==> src/rtl/scl_hs_clkgen_pkg.sv <==
package scl_hs_clkgen_pkg;

  typedef enum logic [2:0] {
    PH_IDLE      = 3'd0,
    PH_HIGH_WAIT = 3'd1,
    PH_HIGH_RUN  = 3'd2,
    PH_LOW_WAIT  = 3'd3,
    PH_LOW_RUN   = 3'd4
  } phase_e;

  typedef struct packed {
    logic clear;
    logic loadHigh;
    logic loadLow;
    logic countDown;
  } ctrlStrobes_t;

endpackage

==> src/rtl/scl_hs_clkgen_datapath.sv <==
module scl_hs_clkgen_datapath
  import scl_hs_clkgen_pkg::*;
#(
  parameter int CNT_W       = 8,
  parameter int SYNC_STAGES = 2
) (
  input  logic             clk,
  input  logic             rstN,
  input  logic             enable,
  input  logic [CNT_W-1:0] highCount,
  input  logic [CNT_W-1:0] lowCount,
  input  logic             sclIn,
  input  ctrlStrobes_t     strobes,
  output logic             syncScl,
  output logic             cntZero,
  output logic             sclRise,
  output logic             sclFall
);

  localparam int RUN_W = CNT_W + 1;

  // Input synchroniser; resets to the idle-high bus level
  logic [SYNC_STAGES-1:0] syncChain;
  logic                   prevScl;

  generate
    if (SYNC_STAGES == 1) begin : g_single
      always_ff @(posedge clk or negedge rstN) begin
        if (!rstN) syncChain <= '1;
        else       syncChain <= sclIn;
      end
    end else begin : g_chain
      always_ff @(posedge clk or negedge rstN) begin
        if (!rstN) syncChain <= '1;
        else       syncChain <= {syncChain[SYNC_STAGES-2:0], sclIn};
      end
    end
  endgenerate

  assign syncScl = syncChain[SYNC_STAGES-1];

  always_ff @(posedge clk or negedge rstN) begin
    if (!rstN) prevScl <= 1'b1;
    else       prevScl <= syncScl;
  end

  assign sclRise = enable &  syncScl & ~prevScl;
  assign sclFall = enable & ~syncScl &  prevScl;

  // Effective phase lengths
  function automatic logic [RUN_W-1:0] roundHigh(input logic [CNT_W-1:0] c);
    if (c == '0) return RUN_W'(1);
    return {1'b0, c} + RUN_W'(c[0]);
  endfunction

  function automatic logic [RUN_W-1:0] floorLow(input logic [CNT_W-1:0] c);
    if (c == '0) return RUN_W'(1);
    return {1'b0, c};
  endfunction

  logic [RUN_W-1:0] effHigh;
  logic [RUN_W-1:0] effLow;
  logic [RUN_W-1:0] phaseCnt;

  assign effHigh = roundHigh(highCount);
  assign effLow  = floorLow(lowCount);

  always_ff @(posedge clk or negedge rstN) begin
    if (!rstN)                  phaseCnt <= '0;
    else if (strobes.clear)     phaseCnt <= '0;
    else if (strobes.loadHigh)  phaseCnt <= effHigh - RUN_W'(1);
    else if (strobes.loadLow)   phaseCnt <= effLow - RUN_W'(1);
    else if (strobes.countDown) phaseCnt <= phaseCnt - RUN_W'(1);
  end

  assign cntZero = (phaseCnt == '0);

  // The control must never decrement an exhausted counter
  assert_no_wrap_R6: assert property (@(posedge clk) disable iff (!rstN)
    strobes.countDown |-> !cntZero);

  // A strobe lasts exactly one cycle
  assert_rise_single_R9: assert property (@(posedge clk) disable iff (!rstN)
    sclRise |=> !sclRise);

  assert_fall_single_R9: assert property (@(posedge clk) disable iff (!rstN)
    sclFall |=> !sclFall);

endmodule

==> src/rtl/scl_hs_clkgen_ctrl.sv <==
module scl_hs_clkgen_ctrl
  import scl_hs_clkgen_pkg::*;
(
  input  logic         clk,
  input  logic         rstN,
  input  logic         enable,
  input  logic         syncScl,
  input  logic         cntZero,
  output ctrlStrobes_t strobes,
  output logic         sclDriveLow
);

  phase_e phase, phaseNext;

  always_comb begin
    phaseNext = phase;
    strobes   = '0;
    if (!enable) begin
      phaseNext     = PH_IDLE;
      strobes.clear = 1'b1;
    end else begin
      unique case (phase)
        PH_IDLE: phaseNext = PH_HIGH_WAIT;
        PH_HIGH_WAIT: if (syncScl) begin
          phaseNext        = PH_HIGH_RUN;
          strobes.loadHigh = 1'b1;
        end
        PH_HIGH_RUN: if (cntZero) phaseNext = PH_LOW_WAIT;
                     else         strobes.countDown = 1'b1;
        PH_LOW_WAIT: if (!syncScl) begin
          phaseNext       = PH_LOW_RUN;
          strobes.loadLow = 1'b1;
        end
        PH_LOW_RUN: if (cntZero) phaseNext = PH_HIGH_WAIT;
                    else         strobes.countDown = 1'b1;
        default: phaseNext = PH_IDLE;
      endcase
    end
  end

  always_ff @(posedge clk or negedge rstN) begin
    if (!rstN) begin
      phase       <= PH_IDLE;
      sclDriveLow <= 1'b0;
    end else begin
      phase       <= phaseNext;
      sclDriveLow <= (phaseNext == PH_LOW_WAIT) || (phaseNext == PH_LOW_RUN);
    end
  end

  // The high count only starts once the line is seen high
  assert_high_after_detect_R3: assert property (@(posedge clk) disable iff (!rstN)
    (phase == PH_HIGH_RUN && $past(phase) == PH_HIGH_WAIT) |-> $past(syncScl));

  // The low count only starts once the line is seen low
  assert_low_after_detect_R4: assert property (@(posedge clk) disable iff (!rstN)
    (phase == PH_LOW_RUN && $past(phase) == PH_LOW_WAIT) |-> !$past(syncScl));

  // Pulling low only follows an exhausted high count
  assert_low_entry_R4: assert property (@(posedge clk) disable iff (!rstN)
    $rose(sclDriveLow) |-> $past(cntZero) && $past(phase) == PH_HIGH_RUN);

  // Disable releases the line at the next edge
  assert_release_on_disable_R8: assert property (@(posedge clk) disable iff (!rstN)
    !enable |=> !sclDriveLow);

endmodule

==> src/rtl/scl_hs_clkgen.sv <==
module scl_hs_clkgen
  import scl_hs_clkgen_pkg::*;
#(
  parameter int CNT_W       = 8,
  parameter int SYNC_STAGES = 2
) (
  input  logic             clk,
  input  logic             rstN,
  input  logic             enable,
  input  logic [CNT_W-1:0] highCount,
  input  logic [CNT_W-1:0] lowCount,
  input  logic             sclIn,
  output logic             sclDriveLow,
  output logic             sclRise,
  output logic             sclFall
);

  ctrlStrobes_t strobes;
  logic         syncScl;
  logic         cntZero;

  scl_hs_clkgen_datapath #(
    .CNT_W      (CNT_W),
    .SYNC_STAGES(SYNC_STAGES)
  ) u_datapath (
    .clk      (clk),
    .rstN     (rstN),
    .enable   (enable),
    .highCount(highCount),
    .lowCount (lowCount),
    .sclIn    (sclIn),
    .strobes  (strobes),
    .syncScl  (syncScl),
    .cntZero  (cntZero),
    .sclRise  (sclRise),
    .sclFall  (sclFall)
  );

  scl_hs_clkgen_ctrl u_ctrl (
    .clk        (clk),
    .rstN       (rstN),
    .enable     (enable),
    .syncScl    (syncScl),
    .cntZero    (cntZero),
    .strobes    (strobes),
    .sclDriveLow(sclDriveLow)
  );

endmodule

==> config.mk <==
export PLATFORM = sky130hd
export DESIGN_NAME = scl_hs_clkgen
export DESIGN_NICKNAME = d
export VERILOG_FILES = /design/src/rtl/scl_hs_clkgen_pkg.sv /design/src/rtl/scl_hs_clkgen_datapath.sv /design/src/rtl/scl_hs_clkgen_ctrl.sv /design/src/rtl/scl_hs_clkgen.sv
export SDC_FILE = /design/constraint.sdc
export NUM_CORES = 1
export LEC_CHECK = 0
export ABC_AREA = 1
export BUFFER_PORTS_ARGS = -buffer_cell sky130_fd_sc_hd__buf_2
export CAP_MARGIN = 5
export CELL_PAD_IN_SITES_DETAIL_PLACEMENT = 1
export CELL_PAD_IN_SITES_GLOBAL_PLACEMENT = 2
export CORE_MARGIN = 2
export CORE_UTILIZATION = 31
export CTS_BUF_LIST = sky130_fd_sc_hd__clkbuf_16
export DETAILED_ROUTE_END_ITERATION = 6
export PLACE_DENSITY = 0.86
export SLEW_MARGIN = 20
export SYNTH_ARGS = -nofsm -noshare
export SYNTH_HDL_FRONTEND = slang
export SYNTH_HIERARCHICAL = 1
export SYNTH_SLANG_ARGS = --single-unit
==> constraint.sdc <==
create_clock -name clk -period 4.9 [get_ports clk]
set_input_delay 0.735 -clock clk [delete_from_list [all_inputs] [get_ports clk]]
set_output_delay 0.735 -clock clk [all_outputs]
set_load 0.05 [all_outputs]
==> results by group, run 1 <==
Hold path
  • Hold EP: u_datapath/syncChain[1]
  • Worst hold stages: 0
  • Path category of the worst min-delay check: flop to flop
  • Worst hold start: u_datapath/syncChain[0]

Synth
  • Post-Syn Instances: roughly 210
  • Yosys reg bits: 16
  • Count of cell types in the netlist: 27
  • Seq/Total Area, Yosys: 0.310
  • Area of the mapped netlist: 1300 um2
  • Ys Warns: 6
  • Post-synth top area cell: dfrtp_1
  • Synthesized area per cell: between 6 and 7 um2
  • Top cells by area, synth: dfrtp_1 25%, nand2_1 19%, inv_1 11%, nand3_1 7.3%, dfstp_2 6.1%
  • Post-synthesis net count: 231
  • Synth top area share: 0.250

Worst setup path
  • Crit Reg-Reg Endpoint: u_datapath/phaseCnt[8]
  • CP startpoint kind: primary input
  • R2R Path Start: u_ctrl/phase[0]
  • CP endpoint kind: flop
  • Worst path required time: a little over 5 ns
  • CP Class: primary input to flop
  • Crit Path Max Fanout: 12
  • R2r setup slk: between 2 and 2.5 ns
  • Worst-case reg-to-reg path depth: 17
  • Worst Path Arrival: slightly above 3 ns

Die
  • Die span in x: approximately 69 um
  • # rows: 23
  • Full die area: 4740 um2
  • Starting Density: 0.323
  • Die Height: 68.8 um
  • Boundary pin count: 23
  • Core area: 4030 um2

Routing
  • First-pass iteration count of the detailed router: 4
  • Final wirelength: 3890 um
  • Post-DRT Antenna Nets: 0
  • DR WL/cell: 13.8 um
  • Total number of vias: roughly 1400
  • # DRC: 0
  • DRT iter0 DRCs: 42
  • Via density: slightly below 5

GRT
  • Total global routing overflow: 0
  • Initial antenna violation count: 0
  • Largest net degree at the start of global routing: 17
  • First-pass GRT wire length: between 6000 and 7000 um
  • Vias in the first global route: 1427
  • GRT Util Overall: 0.180

Clocking
  • CTS Hold Bufs: 0
  • Post-CTS Setup Inserts: 0
  • Post_cts resized: 0
  • H-Tree Depth: 1
  • Clock Tree Root: clkbuf_16
  • Clock Latency Late Sink: around 0.24 ns
  • CTS tree: built
  • CTS clock-pin slew for the worst setup and hold paths: roughly 0.05 ns
  • Clock Path Buffers: 2
  • CTS buffer count: 3
  • Sink Count: 16

Power and ir drop
  • Combinational share of power: 0.439
  • Psw: approximately 240 uW
  • Seq pwr share: 0.301
  • Pwr Total: roughly 590 uW
  • Int Pwr: about 350 uW
  • Power density over cell area: ~380 nW/um2
  • Maximum vdd drop: 0.155 mV
  • P_leak: 0.846 nW
  • Clock network power share: 0.260
  • Sw Share: 0.400

Timing
  • Fin. Hold Viols: 0
  • Post-route minimum period: slightly below 3 ns
  • Final period util: 0.596
  • Setup TNS: 0 ns
  • Pins Over Slew Limit: 0
  • Setup ws final: slightly below 2 ns
  • Final setup viols: 0
  • Fin Hold WS: 0.359 ns
  • Relative slew slack: 0.543
  • RSZ-0062 raised after global routing: no
  • Slew @ Worst Pin: 0.683 ns
  • Post-Route Skew: between 0.004 and 0.005 ns
  • Peak Freq: about 340 MHz

Place
  • Port buffer count: 22
  • Routability cong.: about 0.8
  • Placed cells: about 280
  • Cell area after placement: about 1500 um2
  • DP HPWL: 3210 um
  • Pre-CTS WS: about 1.8 ns

Final layout
  • Diode count: 0
  • Final core occ: 0.384
  • Most frequent cells in the layout: 65 x nand2_1, 39 x inv_1, 22 x buf_2, 19 x nand3_1, 16 x nor2_1
  • # nets final: around 260
  • Layout area overhead: 18.9%
  • Number of fill cells: around 580
  • Ratio of cells with drive above 1 in the final layout: 0.180
  • Final instance area: approximately 1500 um2
  • Leading cell type in the layout, fill and taps excluded: nand2_1
  • Final std cells w/o fill: between 200 and 300

Flow run
  • Max-Cap Viols: 0

Outcome
  • Status: finished, final reports clean
==> final cells by class <==
class / count / area, um2 / area share
multi-input cells: 150 / 734 / 0.474
clock inverters: 1 / 3.75 / 0.00242
clock buffers: 3 / 75.1 / 0.0485
repair buffers: 23 / 118 / 0.0759
inverters: 40 / 151 / 0.0977
well taps: 50 / 62.6 / 0.0404
flip-flops and latches: 16 / 404 / 0.261
==> state kept, by name, summed over array words and instances (netlist names) <==
register              count
u_datapath/prevScl        1
u_datapath/phaseCnt       9
u_ctrl/phase              3
u_ctrl/sclDriveLow        1
u_datapath/syncChain      2
==> worst max-delay path by stage <==
stage | to | slack [ns] | depth (start not counted) | start
detailed placement | u_datapath/phaseCnt[8] | 1.76 | 16 | enable
floorplan | u_datapath/phaseCnt[8] | 2.63 | 15 | enable
global route | u_datapath/phaseCnt[8] | 1.70 | 16 | enable
finish | u_datapath/phaseCnt[8] | 1.98 | 16 | enable
CTS | u_datapath/phaseCnt[8] | 2.00 | 16 | enable
global placement | u_datapath/phaseCnt[8] | 1.94 | 15 | enable
==> power groups by stage <==
stage	Combinational (mW)	Sequential, mW	Clock, mW
after floorplan	0.188	0.175	0
after global placement	0.254	0.178	0
after detailed placement	0.257	0.179	0
after CTS	0.260	0.177	0.157
after global routing	0.297	0.180	0.166
final	0.259	0.177	0.153
==> synthesized netlist by cell type <==
| master | instances |
|---|---|
| a21oi_1 | 7 |
| buf_2 | 1 |
| buf_4 | 1 |
| clkinv_2 | 1 |
| dfrtp_1 | 13 |
| dfstp_2 | 3 |
| ha_1 | 3 |
| inv_1 | 38 |
| inv_2 | 1 |
| nand2_1 | 65 |
| nand2_2 | 3 |
| nand2_4 | 1 |
| nand3_1 | 19 |
| nand3_2 | 2 |
| nand3b_1 | 2 |
| nand4_1 | 2 |
| nor2_1 | 16 |
| nor2_2 | 3 |
| nor2_4 | 1 |
| nor3_1 | 3 |
| nor3_2 | 1 |
| nor4_1 | 1 |
| o211ai_1 | 3 |
| o21ai_0 | 8 |
| o21ai_1 | 5 |
| o22ai_1 | 3 |
| xor2_1 | 2 |
==> metal layers <==
layer / vias up / track usage / share of wire
met3: 0 / 0.0195 / 0.013
met5: - / 0 / 0
met2: 12 / 0.304 / 0.46
met4: 0 / 0.0221 / 0
met1: 663 / 0.253 / 0.52
li1: 706 / - / -
==> worst max-delay path, stage by stage <==
cell,delay [ns]
buf_2,0.15
inv_1,0.11
nor2_1,0.55
inv_1,0.20
nor3_1,0.18
o21ai_0,0.13
nand3_1,0.15
ha_1,0.19
inv_1,0.06
nor2_1,0.10
nand2_1,0.14
nor2_4,0.13
nand2_1,0.06
nand2_1,0.06
nand3_1,0.06
nand2_1,0.08
==> logic make-up (layout without fill, tap and decap cells) <==
kind of cell / after synthesis / after routing / share of synthesized area
buffers and inverters: 42 / 67 / 0.126
AND/OR/NAND/NOR: 119 / 119 / 0.413
AO/OA/AOI/OAI: 26 / 26 / 0.109
flip-flops: 16 / 16 / 0.310
XOR/XNOR: 2 / 2 / 0.0135
adder cells (fa/ha/maj): 3 / 3 / 0.0288
Power figures use the tool's default switching activity.
==> inputs of run 2 (changes only) <==
--- a/config.mk
+++ b/config.mk
@@ -11,10 +11,10 @@
 export CELL_PAD_IN_SITES_DETAIL_PLACEMENT = 1
 export CELL_PAD_IN_SITES_GLOBAL_PLACEMENT = 2
 export CORE_MARGIN = 2
-export CORE_UTILIZATION = 31
+export CORE_UTILIZATION = 29
 export CTS_BUF_LIST = sky130_fd_sc_hd__clkbuf_16
 export DETAILED_ROUTE_END_ITERATION = 6
-export PLACE_DENSITY = 0.86
+export PLACE_DENSITY = 0.81
 export SLEW_MARGIN = 20
 export SYNTH_ARGS = -nofsm -noshare
 export SYNTH_HDL_FRONTEND = slang
==> constraint.sdc (replaced) <==
create_clock -name clk -period 2.92 [get_ports clk]
set_input_delay 0.438 -clock clk [delete_from_list [all_inputs] [get_ports clk]]
set_output_delay 0.438 -clock clk [all_outputs]
set_load 0.05 [all_outputs]
==> run 2 against run 1 <==
  * Global-route usage decreased by 2.7 points
  * Cell area rose by 1.1%
  * Setup slack lost 1.3 ns
  * Count of clock-buffer cells in the layout did not move
  * Non-clock buffer count increased by 2
  * Worst hold slack worse by 0.26 ns
  * Total power up 68%
  * First-iteration DRC count shrank 31%
  * Highest routed layer unchanged
==> results by group, run 2 (same netlist as run 1, synthesis figures left out) <==
Outcome
  • Status: finished, final reports clean

Worst setup path
  • CP top delay family: simple AND/OR/NAND/NOR gates
  • R2r setup slk: 0.64 ns (-1.42 ns)
  • CP endpoint kind: flop
  • Worst Path Arrival: 2.40 ns (-0.70 ns)
  • Worst-case reg-to-reg path depth: 15 (-2)
  • Crit path largest cell delay: 0.57 ns (+0.02 ns)
  • R2R Path Start: u_datapath/syncChain[1]
  • Slowest-stage cell, CP: dfstp_2
  • Worst path required time: 3.04 ns (-2.04 ns)
  • Critical path startpoint: u_datapath/syncChain[1]
  • Buf+Inv Stages, Crit Path: 3 (-1)
  • Crit path depth: 15 (-1)
  • Critical Path End: u_datapath/phaseCnt[6]
  • CP Class: flop to flop
  • Worst-path cell chain: nor3_1, inv_1, nor2_1, buf_4, nor2_1, nand2_1, nand3_1, ha_1, inv_1, nor2_1, nand2_1, nor2_4, nand2_1, nand3_1, o21ai_1
  • Crit Path Max Fanout: 11 (-1)
  • Crit Reg-Reg Endpoint: u_datapath/phaseCnt[6]
  • CP startpoint kind: flop

Final layout
  • Largest Register: u_datapath/phaseCnt
  • # nets final: 259 (+0.78%)
  • Ratio of cells with drive above 1 in the final layout: 0.187 (+0.00698)
  • Largest registers: u_datapath/phaseCnt: 9 flops, u_ctrl/phase: 3 flops, u_datapath/syncChain: 2 flops
  • Leading cell type in the layout, fill and taps excluded: nand2_1
  • Max reg flops: 9 (unchanged)
  • Diode count: 0 (unchanged)
  • Most frequent cells in the layout: 65 x nand2_1, 38 x inv_1, 22 x buf_2, 19 x nand3_1, 16 x nor2_1
  • Final core occ: 0.360 (-0.0247)
  • Multi-input gate area: 734 um2 (unchanged)
  • Number of fill cells: 576 (unchanged)
  • Layout area overhead: 20.3%
  • Sequential standard cell area: 404 um2 (unchanged)

Routing
  • # DRC: 0 (unchanged)
  • Total number of vias: 1338 (-3.1%)
  • First-pass iteration count of the detailed router: 4 (unchanged)
  • Final wirelength: 3620 um (-7.1%)
  • Post-DRT Antenna Nets: 0 (unchanged)
  • DR WL/cell: 12.6 um (-8.4%)
  • Via density: 4.66 (-4.5%)
  • DRT iter0 DRCs: 29 (-31%)

Hold path
  • Path category of the worst min-delay check: primary input to async pin

Timing
  • Setup TNS: 0 ns (unchanged)
  • Peak Freq: 439 MHz
  • Relative slew slack: 0.699 (+0.156)
  • Slew @ Worst Pin: 0.450 ns (-0.233 ns)
  • Final setup viols: 0 (unchanged)
  • Fin. Hold Viols: 0 (unchanged)
  • RSZ-0062 raised after global routing: no
  • Fin Hold WS: 0.0946 ns (-0.265 ns)
  • Setup ws final: 0.643 ns (-1.34 ns)
  • Final period util: 0.780
  • Post-Route Skew: 0.00429 ns (+0.000250 ns)
  • Pins Over Slew Limit: 0 (unchanged)
  • Post-route minimum period: about 2.3 ns

Clocking
  • Clock Latency Late Sink: 0.24 ns (about the same)
  • Post-CTS Setup Inserts: 0 (unchanged)
  • CTS Hold Bufs: 0 (unchanged)
  • Post_cts resized: 0 (unchanged)
  • Sink Count: 16 (unchanged)
  • CTS clock-pin slew for the worst setup and hold paths: 0.05 ns (about the same)
  • CTS tree: built
  • Clock Tree Root: clkbuf_16
  • CTS buffer count: 3 (unchanged)
  • Clock Path Buffers: 2 (unchanged)
  • H-Tree Depth: 1 (unchanged)

Die
  • Starting Density: 0.299 (-0.0242)
  • Full die area: 5040 um2 (+6.5%)
  • Boundary pin count: 23 (unchanged)
  • Die span in x: 71.0 um (+3.2%)
  • Core area: 4350 um2 (+8.1%)
  • # rows: 24 (+4.3%)
  • Die Height: 71.0 um (+3.2%)

Power and ir drop
  • Power density over cell area: 631 nW/um2 (+66%)
  • Maximum vdd drop: 0.278 mV (+80%)
  • P_leak: 0.853 nW (+0.78%)

Place
  • Port buffer count: 22 (unchanged)
  • Routability cong.: 0.825 (+0.29%)
  • Pre-CTS WS: 0.598 ns (-1.16 ns)
  • DP HPWL: 3100 um (-3.2%)

GRT
  • Largest net degree at the start of global routing: 17 (unchanged)
  • Total global routing overflow: 0 (unchanged)
  • Initial antenna violation count: 0 (unchanged)
  • First-pass GRT wire length: 6150 um (-4.1%)
  • Vias in the first global route: 1342 (-6.0%)
  • GRT Util Overall: 0.153 (-0.0271)

Flow run
  • Max-Cap Viols: 0 (unchanged)
## run 2: cell type report
| cell class | instances | share of cell area |
|---|---|---|
| clock inverter | 1 | 0.00240 |
| sequential | 16 | 0.258 |
| timing repair buffer | 25 | 0.0847 |
| clock buffer | 3 | 0.0479 |
| tap | 52 | 0.0415 |
| multi-input combinational | 150 | 0.469 |
| inverter | 40 | 0.0966 |
## run 2: worst min-delay path by stage
stage                         endpoint  cells past startpoint
2_1_floorplan          u_ctrl/phase[0]                      0
3_3_place_gp   u_datapath/syncChain[1]                      0
3_5_place_dp   u_datapath/syncChain[1]                      0
4_1_cts             u_ctrl/sclDriveLow                      1
5_1_grt                u_ctrl/phase[2]                      1
6_report            u_ctrl/sclDriveLow                      1
## run 2: metrics by stage
stage	cells	instance area, um2	power [mW]
final	287	1570	0.989
after global routing	287	1570	1.08
after CTS	287	1570	1.00
after detailed placement	283	1490	0.735
after global placement	283	1490	0.735
after floorplan	208	1300	0.608
## run 2: metal layers
metal	GRT usage	share of wire	routed length, um
met4	0.0126	0	0
met1	0.214	0.52	1870
met5	0	0	0
met3	0.0299	0.026	93
met2	0.255	0.46	1650
## run 2: power by group
group	switching [mW]	internal [mW]	leakage (nW)	total, mW
Clock	0.0786	0.181	0.0385	0.260
Combinational	0.283	0.146	0.611	0.428
Sequential	0.0319	0.269	0.203	0.301
==> inputs of run 3 (changes only) <==
--- a/config.mk
+++ b/config.mk
@@ -5,16 +5,16 @@
 export SDC_FILE = /design/constraint.sdc
 export NUM_CORES = 1
 export LEC_CHECK = 0
-export ABC_AREA = 1
+export ABC_AREA = 0
 export BUFFER_PORTS_ARGS = -buffer_cell sky130_fd_sc_hd__buf_2
 export CAP_MARGIN = 5
 export CELL_PAD_IN_SITES_DETAIL_PLACEMENT = 1
 export CELL_PAD_IN_SITES_GLOBAL_PLACEMENT = 2
 export CORE_MARGIN = 2
-export CORE_UTILIZATION = 29
+export CORE_UTILIZATION = 34
 export CTS_BUF_LIST = sky130_fd_sc_hd__clkbuf_16
 export DETAILED_ROUTE_END_ITERATION = 6
-export PLACE_DENSITY = 0.81
+export PLACE_DENSITY = 0.82
 export SLEW_MARGIN = 20
 export SYNTH_ARGS = -nofsm -noshare
 export SYNTH_HDL_FRONTEND = slang
==> constraint.sdc (replaced) <==
create_clock -name clk -period 2.2 [get_ports clk]
set_input_delay 0.33 -clock clk [delete_from_list [all_inputs] [get_ports clk]]
set_output_delay 0.33 -clock clk [all_outputs]
set_load 0.05 [all_outputs]
==> run 3 against run 2 <==
  * The run now ends with negative hold slack, negative setup slack left
  * Flip-flop and latch count stayed put
  * Combinational power rose by 120%
  * Critical path depth decreased by 5
  * Synthesized cell count fell by 30%
  * Non-clock buffer count rose by 42
  * Global-route usage up 10 points
  * Sequential share of layout area down 7.2 points
  * First-iteration DRC count rose to 2.7 times the previous value
  * Critical path type unchanged
  * Clock power up 37%
  * Largest cell class unchanged
  * Worst hold slack got worse by 0.11 ns
  * Die area down 11%
  * Clock skew increased by 0.00077 ns
==> results by group, run 3 <==
Synth
  • Ys Warns: 6 (unchanged)
  • Seq/Total Area, Yosys: 0.301 (-0.00953)
  • Post-synthesis net count: 168 (-27%)
  • Post-synth top area cell: dfrtp_1
  • Synth top area share: 0.242 (-0.00767)
  • Main synth FF type: dfrtp_1
  • Area of the mapped netlist: 1340 um2 (+3.2%)
  • Top cells by area, synth: dfrtp_1 24%, xnor2_1 6.5%, dfstp_2 5.9%, a22o_1 4.6%, nor4b_2 3.4%
  • Count leader, synth: dfrtp_1
  • Ys async rst share: 1.00 (unchanged)
  • Post-Syn Instances: 145 (-30%)
  • Synthesized area per cell: 9.27 um2 (+48%)
  • Count of cell types in the netlist: 49 (+81%)
  • Yosys reg bits: 16 (unchanged)
  • EDFF count, synth: 0 (unchanged)
  • Top post-synthesis cells by count: 13 x dfrtp_1, 11 x nor2_1, 10 x xnor2_1

Place
  • Port buffer count: 22 (unchanged)
  • DP HPWL: 3550 um (+14%)
  • Pre-CTS WS: -0.379 ns (-0.977 ns)
  • Routability cong.: 0.852 (+3.3%)
  • Cell area after placement: 1790 um2 (+20%)

Worst setup path
  • CP Class: flop to flop
  • Crit Path Max Fanout: 3 (-8)
  • Worst path required time: 2.34 ns (-0.70 ns)
  • Worst Path Arrival: 2.59 ns (+0.19 ns)
  • CP startpoint kind: flop
  • CP endpoint kind: flop

GRT
  • Largest net degree at the start of global routing: 17 (unchanged)
  • First-pass GRT wire length: 8340 um (+36%)
  • GRT Util Overall: 0.257 (+0.105)
  • Total global routing overflow: 0 (unchanged)
  • Vias in the first global route: 1585 (+18%)
  • Initial antenna violation count: 0 (unchanged)

Clocking
  • Clock Tree Root: clkbuf_16
  • CTS Hold Bufs: 0 (unchanged)
  • Clock Path Buffers: 2 (unchanged)
  • H-Tree Depth: 1 (unchanged)
  • Clock Latency Late Sink: 0.25 ns (about the same)
  • Sink Count: 16 (unchanged)
  • CTS clock-pin slew for the worst setup and hold paths: 0.05 ns (about the same)
  • CTS tree: built
  • CTS buffer count: 3 (unchanged)

Routing
  • Met2 WL: 2730 um (+65%)
  • Post-DRT Antenna Nets: 0 (unchanged)
  • First-pass iteration count of the detailed router: 4 (unchanged)
  • Final wirelength: 5310 um (+47%)
  • Via density: 5.61 (+20%)
  • Max Used Layer: met4
  • DR WL/cell: 20.8 um (+65%)
  • Routed length on met3: 182 um (+96%)
  • # DRC: 0 (unchanged)
  • DRT met1 WL: 2280 um (+22%)
  • Total number of vias: 1437 (+7.4%)
  • DRT iter0 DRCs: 79 (+170%)

Power and ir drop
  • Sw Share: 0.373 (-0.0246)
  • Pwr Total: 1.65 mW (+67%)
  • Power density over cell area: 759 nW/um2 (+20%)
  • Clock network power share: 0.216 (-0.047)
  • P_leak: 0.926 nW (+8.6%)
  • Int Pwr: 1.03 mW (+73%)
  • Seq pwr share: 0.224 (-0.080)
  • Combinational share of power: 0.561 (+0.128)
  • Maximum vdd drop: 0.728 mV (+160%)
  • Psw: 614 uW (+56%)

Timing
  • Final period util: 1.12 (+0.338)
  • Setup ws final: -0.259 ns (-0.901 ns)
  • Setup TNS: -1.31 ns (-1.31 ns)
  • Peak Freq: 407 MHz (-7.4%)
  • Slew @ Worst Pin: 0.466 ns (+0.0157 ns)
  • Post-route minimum period: 2.46 ns (+0.181 ns)
  • RSZ-0062 raised after global routing: yes
  • Final setup viols: 7 (+7)
  • Pins Over Slew Limit: 0 (unchanged)
  • Relative slew slack: 0.680 (-0.0182)
  • Fin Hold WS: -0.0138 ns (-0.108 ns)
  • Fin. Hold Viols: 13 (+13)
  • Post-Route Skew: 0.00506 ns (+0.000770 ns)

Final layout
  • Max reg flops: 9 (unchanged)
  • Largest Register: u_datapath/phaseCnt
  • Ratio of cells with drive above 1 in the final layout: 0.548 (+0.361)
  • Layout area overhead: 61.5%
  • Diode count: 0 (unchanged)
  • Leading cell type in the layout, fill and taps excluded: buf_4
  • Number of fill cells: 436 (-24%)
  • Final instance area: 2170 um2 (+38%)
  • Largest registers: u_datapath/phaseCnt: 9 flops, u_ctrl/phase: 3 flops, u_datapath/syncChain: 2 flops
  • # nets final: 232 (-10%)
  • Most frequent cells in the layout: 38 x buf_4, 22 x buf_2, 13 x dfrtp_1, 8 x nand2_1

Die
  • Die span in x: 66.9 um (-5.8%)
  • Starting Density: 0.359 (+0.0598)
  • # rows: 22 (-8.3%)
  • Boundary pin count: 23 (unchanged)
  • Die Height: 66.9 um (-5.8%)
  • Full die area: 4470 um2 (-11%)
  • Core area: 3740 um2 (-14%)

Outcome
  • Status: finished, violations left
  • Failing checks: negative hold slack, negative setup slack

Flow run
  • Max-Cap Viols: 0 (unchanged)

Hold path
  • Path category of the worst min-delay check: primary input to async pin
==> run 3: path summary, 6_finish.rpt <==
| check | startpoint | endpoint | slack (ns) | cells after the start |
|---|---|---|---|---|
| max reg2reg | u_ctrl/phase[2] | u_datapath/phaseCnt[8] | -0.26 | 10 |
| min | rstN | u_datapath/phaseCnt[0] | -0.01 | 1 |
| min in group clk | sclIn | u_datapath/syncChain[0] | 0.18 | 1 |
| max in group asynchronous | rstN | u_datapath/syncChain[1] | 1.91 | 1 |
| min reg2reg | u_datapath/syncChain[0] | u_datapath/syncChain[1] | 0.36 | 0 |
| max | u_ctrl/phase[2] | u_datapath/phaseCnt[8] | -0.26 | 10 |
==> run 3: cell type report <==
| cell class | count | area, um2 | area share |
|---|---|---|---|
| well taps | 48 | 60.1 | 0.0277 |
| clock inverters | 1 | 3.75 | 0.00173 |
| repair buffers | 67 | 483 | 0.223 |
| flip-flops and latches | 16 | 404 | 0.186 |
| multi-input cells | 114 | 1120 | 0.515 |
| clock buffers | 3 | 75.1 | 0.0346 |
| inverters | 7 | 26.3 | 0.0121 |
==> run 3: critical path, stage by stage, from the launching register on <==
cell	delay [ns]
dfrtp_1	0.37
nand2b_4	0.16
nor3_4	0.25
mux2_4	0.34
a311oi_4	0.23
or2_4	0.19
ha_4	0.14
o2111ai_4	0.14
nor4b_4	0.25
xnor2_1	0.09
a22o_1	0.18
==> run 3: cells by family (layout without fill, tap and decap cells) <==
family                   after synthesis  after routing  share of synthesized area
flip-flops                            16             16                      0.301
XOR/XNOR                              12             12                     0.0782
multiplexers                           7              7                     0.0605
AND/OR/NAND/NOR                       53             53                      0.233
buffers and inverters                 15             78                     0.0614
AO/OA/AOI/OAI                         38             38                      0.230
adder cells (fa/ha/maj)                4              4                     0.0363
==> run 3: power groups by stage <==
stage	clock network [mW]	registers, mW	logic [mW]
2_1_floorplan	0	0.368	0.417
3_3_place_gp	0	0.366	0.627
3_5_place_dp	0	0.369	0.661
4_1_cts	0.360	0.365	0.754
5_1_grt	0.383	0.373	0.973
6_report	0.355	0.368	0.924
==> run 3: layer usage <==
layer / vias up / GRT usage
met5: - / 0
li1: 671 / -
met4: 0 / 0.0765
met2: 28 / 0.435
met1: 728 / 0.323
met3: 10 / 0.0625
==> run 3: repair_timing <==
action / 4_1_cts / 5_1_grt
endpoints found under the setup margin: 8 / 10
pin swaps: 14 / 19
gates resized for setup: 24 / 17
buffers inserted: 9 / 1
==> run 3: per-stage QoR <==
step                       util  instances
after floorplan               -        145
after global placement    0.477        245
after detailed placement  0.477        245
after CTS                 0.551        256
after global routing      0.580        256
final                     0.580        256
